==> src/rtl/wrq_pkg.sv <==
package wrq_pkg;

    // Raw control levels as they arrive from the pin synchronizers (active low).
    typedef struct packed {
        logic ce_n;
        logic oe_n;
        logic we_n;
    } ctl_pins_t;

    // Strobe tracker: armed waits for a qualifying strobe, spent waits for release.
    typedef enum logic [0:0] {
        STB_ARMED = 1'b0,
        STB_SPENT = 1'b1
    } stb_state_t;

    // Conditions that must all be true for a write to pass the gate.
    typedef struct packed {
        logic pwr_ready;
        logic supply_ok;
        logic lvl_write;
    } gate_cond_t;

    // Counter width able to hold values 0 .. n-1, never narrower than one bit.
    function automatic int idx_width(input int n);
        return (n > 1) ? $clog2(n) : 1;
    endfunction

    // The only level combination that asks for a write.
    function automatic logic pins_request_write(input ctl_pins_t p);
        return (!p.ce_n) && (!p.we_n) && p.oe_n;
    endfunction

    function automatic logic gate_open(input gate_cond_t c);
        return c.pwr_ready && c.supply_ok && c.lvl_write;
    endfunction

endpackage

==> src/rtl/wrq_level_decode.sv <==
module wrq_level_decode
    import wrq_pkg::*;
(
    input  ctl_pins_t pins,
    output logic      lvl_write
);

    always_comb begin
        lvl_write = pins_request_write(pins);
    end

endmodule

==> src/rtl/wrq_powerup_timer.sv <==
module wrq_powerup_timer
    import wrq_pkg::*;
#(
    parameter int HOLD_CYCLES = 625000
) (
    input  logic clk,
    input  logic rst,
    input  logic supply_ok,
    output logic pwr_ready
);

    localparam int CW = idx_width(HOLD_CYCLES);

    generate
        if (HOLD_CYCLES == 0) begin : g_no_hold
            assign pwr_ready = 1'b1;
        end else begin : g_hold
            logic [CW-1:0] cnt_q;
            logic          ready_q;

            always_ff @(posedge clk) begin
                if (rst || !supply_ok) begin
                    cnt_q   <= '0;
                    ready_q <= 1'b0;
                end else if (!ready_q) begin
                    if (cnt_q == CW'(HOLD_CYCLES - 1)) begin
                        ready_q <= 1'b1;
                    end else begin
                        cnt_q <= cnt_q + 1'b1;
                    end
                end
            end

            assign pwr_ready = ready_q;
        end
    endgenerate

endmodule

==> src/rtl/wrq_strobe_filter.sv <==
module wrq_strobe_filter
    import wrq_pkg::*;
#(
    parameter int MIN_LOW = 3
) (
    input  logic clk,
    input  logic rst,
    input  logic lvl_write,
    input  logic allow,
    output logic start
);

    localparam int RW = idx_width(MIN_LOW);

    stb_state_t state_q;
    logic       start_q;
    logic       reach;

    generate
        if (MIN_LOW <= 1) begin : g_single
            assign reach = 1'b1;
        end else begin : g_count
            logic [RW-1:0] run_q;

            always_ff @(posedge clk) begin
                if (rst || !lvl_write) begin
                    run_q <= '0;
                end else if (state_q == STB_ARMED && run_q != RW'(MIN_LOW - 1)) begin
                    run_q <= run_q + 1'b1;
                end
            end

            assign reach = (run_q == RW'(MIN_LOW - 1));
        end
    endgenerate

    always_ff @(posedge clk) begin
        if (rst) begin
            state_q <= STB_ARMED;
            start_q <= 1'b0;
        end else begin
            start_q <= 1'b0;
            if (!lvl_write) begin
                state_q <= STB_ARMED;
            end else if (state_q == STB_ARMED && reach) begin
                state_q <= STB_SPENT;
                start_q <= allow;
            end
        end
    end

    assign start = start_q;

endmodule

==> src/rtl/wr_gate_qualifier.sv <==
module wr_gate_qualifier
    import wrq_pkg::*;
#(
    parameter int GLITCH_CYCLES  = 3,
    parameter int POWERUP_CYCLES = 625000
) (
    input  logic clk,
    input  logic rst,
    input  logic ce_n,
    input  logic oe_n,
    input  logic we_n,
    input  logic supply_ok,
    output logic wr_start,
    output logic wr_inhibit
);

    ctl_pins_t  pins;
    gate_cond_t cond;
    logic       lvl_write;
    logic       pwr_ready;

    assign pins = '{ce_n: ce_n, oe_n: oe_n, we_n: we_n};

    wrq_level_decode u_decode (
        .pins      (pins),
        .lvl_write (lvl_write)
    );

    wrq_powerup_timer #(
        .HOLD_CYCLES (POWERUP_CYCLES)
    ) u_timer (
        .clk       (clk),
        .rst       (rst),
        .supply_ok (supply_ok),
        .pwr_ready (pwr_ready)
    );

    assign cond = '{pwr_ready: pwr_ready, supply_ok: supply_ok, lvl_write: lvl_write};

    wrq_strobe_filter #(
        .MIN_LOW (GLITCH_CYCLES)
    ) u_filter (
        .clk       (clk),
        .rst       (rst),
        .lvl_write (lvl_write),
        .allow     (cond.pwr_ready && cond.supply_ok),
        .start     (wr_start)
    );

    assign wr_inhibit = !gate_open(cond);

endmodule

==> config.mk <==
export PLATFORM = sky130hd
export DESIGN_NAME = wr_gate_qualifier
export DESIGN_NICKNAME = d
export VERILOG_FILES = /design/src/rtl/wrq_pkg.sv /design/src/rtl/wrq_level_decode.sv /design/src/rtl/wrq_powerup_timer.sv /design/src/rtl/wrq_strobe_filter.sv /design/src/rtl/wr_gate_qualifier.sv
export SDC_FILE = /design/constraint.sdc
export NUM_CORES = 1
export LEC_CHECK = 0
export BUFFER_PORTS_ARGS = -buffer_cell sky130_fd_sc_hd__buf_2
export CAP_MARGIN = 20
export CORE_ASPECT_RATIO = 0.9
export CORE_MARGIN = 2
export CORE_UTILIZATION = 35
export CTS_BUF_LIST = sky130_fd_sc_hd__clkbuf_8
export CTS_CLUSTER_SIZE = 28
export DETAILED_ROUTE_END_ITERATION = 12
export PLACE_DENSITY = 0.53
export SYNTH_ARGS = -nofsm -noshare
export SYNTH_HDL_FRONTEND = slang
export SYNTH_SLANG_ARGS = --single-unit
==> constraint.sdc <==
create_clock -name clk -period 1.4 [get_ports clk]
set_clock_uncertainty 0.05 [all_clocks]
set_input_delay 0.14 -clock clk [delete_from_list [all_inputs] [get_ports clk]]
set_output_delay 0.14 -clock clk [all_outputs]
set_load 0.02 [all_outputs]
Word-level counts from Yosys, hierarchy flattened. Index checks and enable logic that the tools add are counted.

Register bits after elaboration: 25. Latch bits: 0. RAM bits: 0. ROM bits: 0. Bits of input ports: 6. Output and inout bits: 2. Logic and storage cells: 33. Memories: 0.

Add/sub/neg operators: 2. $mul: 0. Divide/modulo/power cells: 0. Magnitude comparators: 0. Equal/unequal tests: 3. Shift operators: 0. Multiplexer cells: 2. Bitwise logic cells: 5. Reductions and logical operators: 16.

Operator list (number): $add A20 B1 Y20 const B (1); $eq A20 B20 Y1 const B (1); $logic_and A1 B1 Y1 (6); $logic_not A1 Y1 (5); $not A1 Y1 (5); $reduce_or A3 Y1 (1); $add A2 B1 Y2 const B (1); $eq A2 B2 Y1 const B (1); $logic_or A1 B1 Y1 (2); $mux W1 (2); $ne A2 B2 Y1 const B (1); $reduce_and A2 Y1 (1); $reduce_or A2 Y1 (1).

Longest topological paths before layout.
Depth in word-level cells: 5. Depth in mapped cells: 6. Depth with buffers taken out: 6.

By module. From an unflattened synthesis, not the netlist that was laid out.

Cell total of the unflattened synthesis: 149. Area total of the unflattened synthesis: 1291.2 um2.

By module, submodules not included: wrq_powerup_timer (instances 1, cells each 129, area an instance 1116.1 um2, sequential area each 420.4 um2); wrq_strobe_filter (instances 1, cells each 17, area an instance 151.4 um2, sequential area each 80.1 um2); wrq_level_decode (instances 1, cells each 1, area an instance 12.5 um2, sequential area each 0.0 um2); wr_gate_qualifier (instances 1, cells each 2, area an instance 11.3 um2, sequential area each 0.0 um2).

Worst setup path before layout. No wires, ideal clock.

Path type: register to register. From: register u_timer.g_hold.cnt_q[0]. To: register u_timer.g_hold.cnt_q[12]. Library setup time: 0.124 ns. Data arrival time: 1.258 ns. Required time: 1.226 ns. Setup slack: -0.033 ns. Stages on the path, launching flop included: 7. Buffers on the path: 0. Cell sequence: dfxtp_1 > ha_1 > and3b_1 > nor3b_2 > nand4_1 > xor2_1 > nor2_1.

Longest elaborated chain between the ends: 3. Elaborated cells between the ends (all ways): 4. Those cells by class: add/sub: 1; eq/ne: 1; bitwise: 1; reduce/logical: 1.

RTL lines: from (decl) (line wrq_powerup_timer.sv:18) `logic [CW-1:0] cnt_q;`; from (signal assigned) (line wrq_powerup_timer.sv:29) `cnt_q <= cnt_q + 1'b1;`; parallel branches: the longest is 3 deep, another holds $add A20 B1 Y20.

Several ways; the timed one is not identified. A chain may end at the register's enable or synchronous reset.

Final worst setup path.
From: register u_timer.g_hold.cnt_q[7]. To: register u_timer.g_hold.cnt_q[1].

Longest elaborated chain between the ends: 3.

RTL lines: $eq A20 B20 Y1 (line wrq_powerup_timer.sv:26) `if (cnt_q == CW'(HOLD_CYCLES - 1)) begin`; $not A1 Y1 (no line); $reduce_and A2 Y1 (no line).

Every way passes these cells.

==> metrics.cfg <==
[status]
status=finished, violations left
violations=setup timing

[floorplanning]
die_w_um=65.40
initial_core_util=0.3595
die_area_mm2=0.003875
io_pins=8
coreArea_mm2=0.003303
chipHeight_um=59.26
fp-row-count=20

[timing]
fin_crit_sh=1.108
final_hold_viol_count=0
slew_headroom=0.7198
period_needed_ns=1.552
tightest_slew_ns=0.4203
fin_setup_tns_ns=-0.9349
rsz0062_at_grt=yes
max_freq_ghz=0.6444
hold_ws_ns=0.06617
slew_viol_final=0
finalSetupViolCount=16
setup_slack_ns=-0.1517

[finish]
fin_cells=216
syn_to_final_growth_pct=51.21
nets=182
antenna_cells=0
drive_gt1_frac=0.4942

[cts]
clkLatencyLatePin_ns=0.27
htree_levels=1
cts_buffers=3
numClockSinks=25
clockRootBuffer=clkbuf_8
cts_tree=yes
path_clk_slew_ns=0.09
clk_path_buf_depth=2

[setup_path]
reg2reg_to=u_timer.g_hold.cnt_q[1]$_SDFFE_PP0P_
reg2reg_depth=5
critPathKind=flip-flop to flip-flop
startpoint_type=flip-flop
cp-endpoint=u_timer.g_hold.cnt_q[1]$_SDFFE_PP0P_
r2r_slack_ns=-0.15
cp_data_required_time_ns=1.51
arrival_ns=1.66
critPathMaxFanout=3
cp-end-kind=flip-flop
r2r_start=u_timer.g_hold.cnt_q[7]$_SDFFE_PP0P_
crit_start=u_timer.g_hold.cnt_q[7]$_SDFFE_PP0P_

[grt]
grt_pass1_wl_um=4629
grt_use_total=0.1572
grt_pass1_vias=991
antenna_found_initial=0
grt_max_degree=22
gr-total-overflow=0

[logic_synthesis]
seq_area_frac_synth=0.4215
syn_area_mm2=0.001187
synth_area_leaders=dfxtp_1 42%, xor2_1 7.4%, nor2_1 7.3%
synthCells=129
ys_ff_latch=25
syn-num-nets=138
synth_flop_cell=dfxtp_1
postSynthAreaPerCell_um2=9.205
yosys_warnings=0
async_flop_share=0
synth_top_area_frac=0.4215
yosysMostFrequentCell=dfxtp_1
ys_types=33
synth_top_area_cell=dfxtp_1
synth_commonest_cells=25 x dfxtp_1, 23 x nor2_1, 10 x xor2_1, 8 x nand2_1
synth_edf_count=0

[flow_run]
cap_violations=0

[min_path]
min_path_cells=3
hp-class=primary input to flip-flop

[pwr]
p_leak_nw=0.7570
p_comb_frac=0.035
p_sw_w=0.0002697
peakVddDrop_mv=0.4424
p_per_area_mw_per_mm2=664.9
p_clk_frac=0.372
p_seq_frac=0.593
swShare=0.2259
internal_power_w=0.0009242

[place]
dpl.cell_count=206
gp_congestion=0.7444
port_buffers=7
hpwl_um=2028
dpl_worst_slack_ns=-0.1391

[detailed_routing]
drcViolationCount=0
drt_iter0_markers=28
drt_wl_total_um=2860
firstDrtPassIters=4
vias=1041
ant_nets=0
vias_per_cell=4.819
wl_per_cell_um=13.24

==> worst min path at each step <==
stage	from	end	slack, ns
final	supply_ok	u_filter.start$_SDFF_PP0_	0.07
after global routing	supply_ok	u_filter.start$_SDFF_PP0_	0.08
after CTS	supply_ok	u_filter.start$_SDFF_PP0_	0.06
after detailed placement	supply_ok	u_filter.start$_SDFF_PP0_	0.36
after global placement	supply_ok	u_filter.start$_SDFF_PP0_	0.36
after floorplan	supply_ok	u_filter.start$_SDFF_PP0_	0.23
==> per-layer routing <==
metal,track usage,up-vias,wire (um),share of wire
met5,0,-,0,0
met4,0.06250,0,44,0.015
met3,0.02281,6,52,0.018
met2,0.2566,7,1485,0.52
met1,0.2111,496,1277,0.45
li1,-,532,-,-
==> through the flow <==
step | power [W] | util | area [um^2]
2_1_floorplan | 0.0007541 | - | 1235
3_3_place_gp | 0.0007680 | 0.4610 | 1523
3_5_place_dp | 0.0007693 | 0.4610 | 1523
4_1_cts | 0.001201 | 0.5129 | 1694
5_1_grt | 0.001242 | 0.5436 | 1795
6_report | 0.001194 | 0.5436 | 1795
==> cells in the final DEF (no fill, tap or decap), types with 2 or more instances in the layout <==
| master | instances |
|---|---|
| a21o_1 | 2 |
| a21oi_1 | 3 |
| a21oi_2 | 2 |
| a21oi_4 | 2 |
| buf_2 | 7 |
| buf_4 | 27 |
| buf_6 | 7 |
| clkbuf_8 | 3 |
| dfxtp_1 | 14 |
| dfxtp_2 | 4 |
| dfxtp_4 | 7 |
| inv_1 | 6 |
| nand2_1 | 3 |
| nand2_2 | 4 |
| nand3_1 | 3 |
| nand3_2 | 3 |
| nand4_1 | 5 |
| nand4_4 | 2 |
| nand4b_1 | 2 |
| nor2_1 | 22 |
| nor4_4 | 2 |
| nor4b_4 | 2 |
| o21ai_0 | 2 |
| or3_1 | 2 |
| xnor2_1 | 4 |
| xor2_1 | 10 |
==> state kept, by name (all words and copies together) (netlist names) <==
name,count
u_timer.pwr_ready,1
u_filter.g_count.run_q,2
u_filter.state_q,1
u_timer.g_hold.cnt_q,20
u_filter.start,1
==> critical path: stages, from the launching register on <==
cell and delay [ns]:
dfxtp_4 0.37, nor4b_4 0.32, and4_4 0.33, a21oi_4 0.09, mux2i_1 0.21, nor2_1 0.06
==> kinds of logic after synthesis <==
kind of cell / share of synthesized area
simple gates: 0.3225
mux: 0.008430
buf+inv: 0.02950
fa+ha+maj: 0.03162
xor+xnor: 0.1106
compound gates: 0.07586
flops: 0.4215
==> timing repair <==
action,4_1_cts,5_1_grt
pin swaps,17,15
resized for setup,30,16
endpoints found under the setup margin,18,21
buffers inserted,3,3
cloned,0,0
hold buffers,0,0
==> cell type report <==
cell class | instances | area, um^2
multi-input cells | 96 | 820.8
inverters | 6 | 22.52
clock buffers | 3 | 41.29
flip-flops and latches | 25 | 531.8
well taps | 44 | 55.05
repair buffers | 41 | 316.6
clock inverters | 1 | 7.507
fillers | 313 | 1508
==> power groups by stage <==
| stage | clock network, W | logic [W] | registers [W] |
|---|---|---|---|
| 4_1_cts | 0.000457 | 0.0000350 | 0.000709 |
| 6_report | 0.000444 | 0.0000418 | 0.000708 |
| 3_5_place_dp | 0 | 0.0000348 | 0.000734 |
| 3_3_place_gp | 0 | 0.0000337 | 0.000734 |
| 2_1_floorplan | 0 | 0.0000203 | 0.000734 |
| 5_1_grt | 0.000487 | 0.0000465 | 0.000708 |
Note: power is estimated with default switching activity, not from simulation.
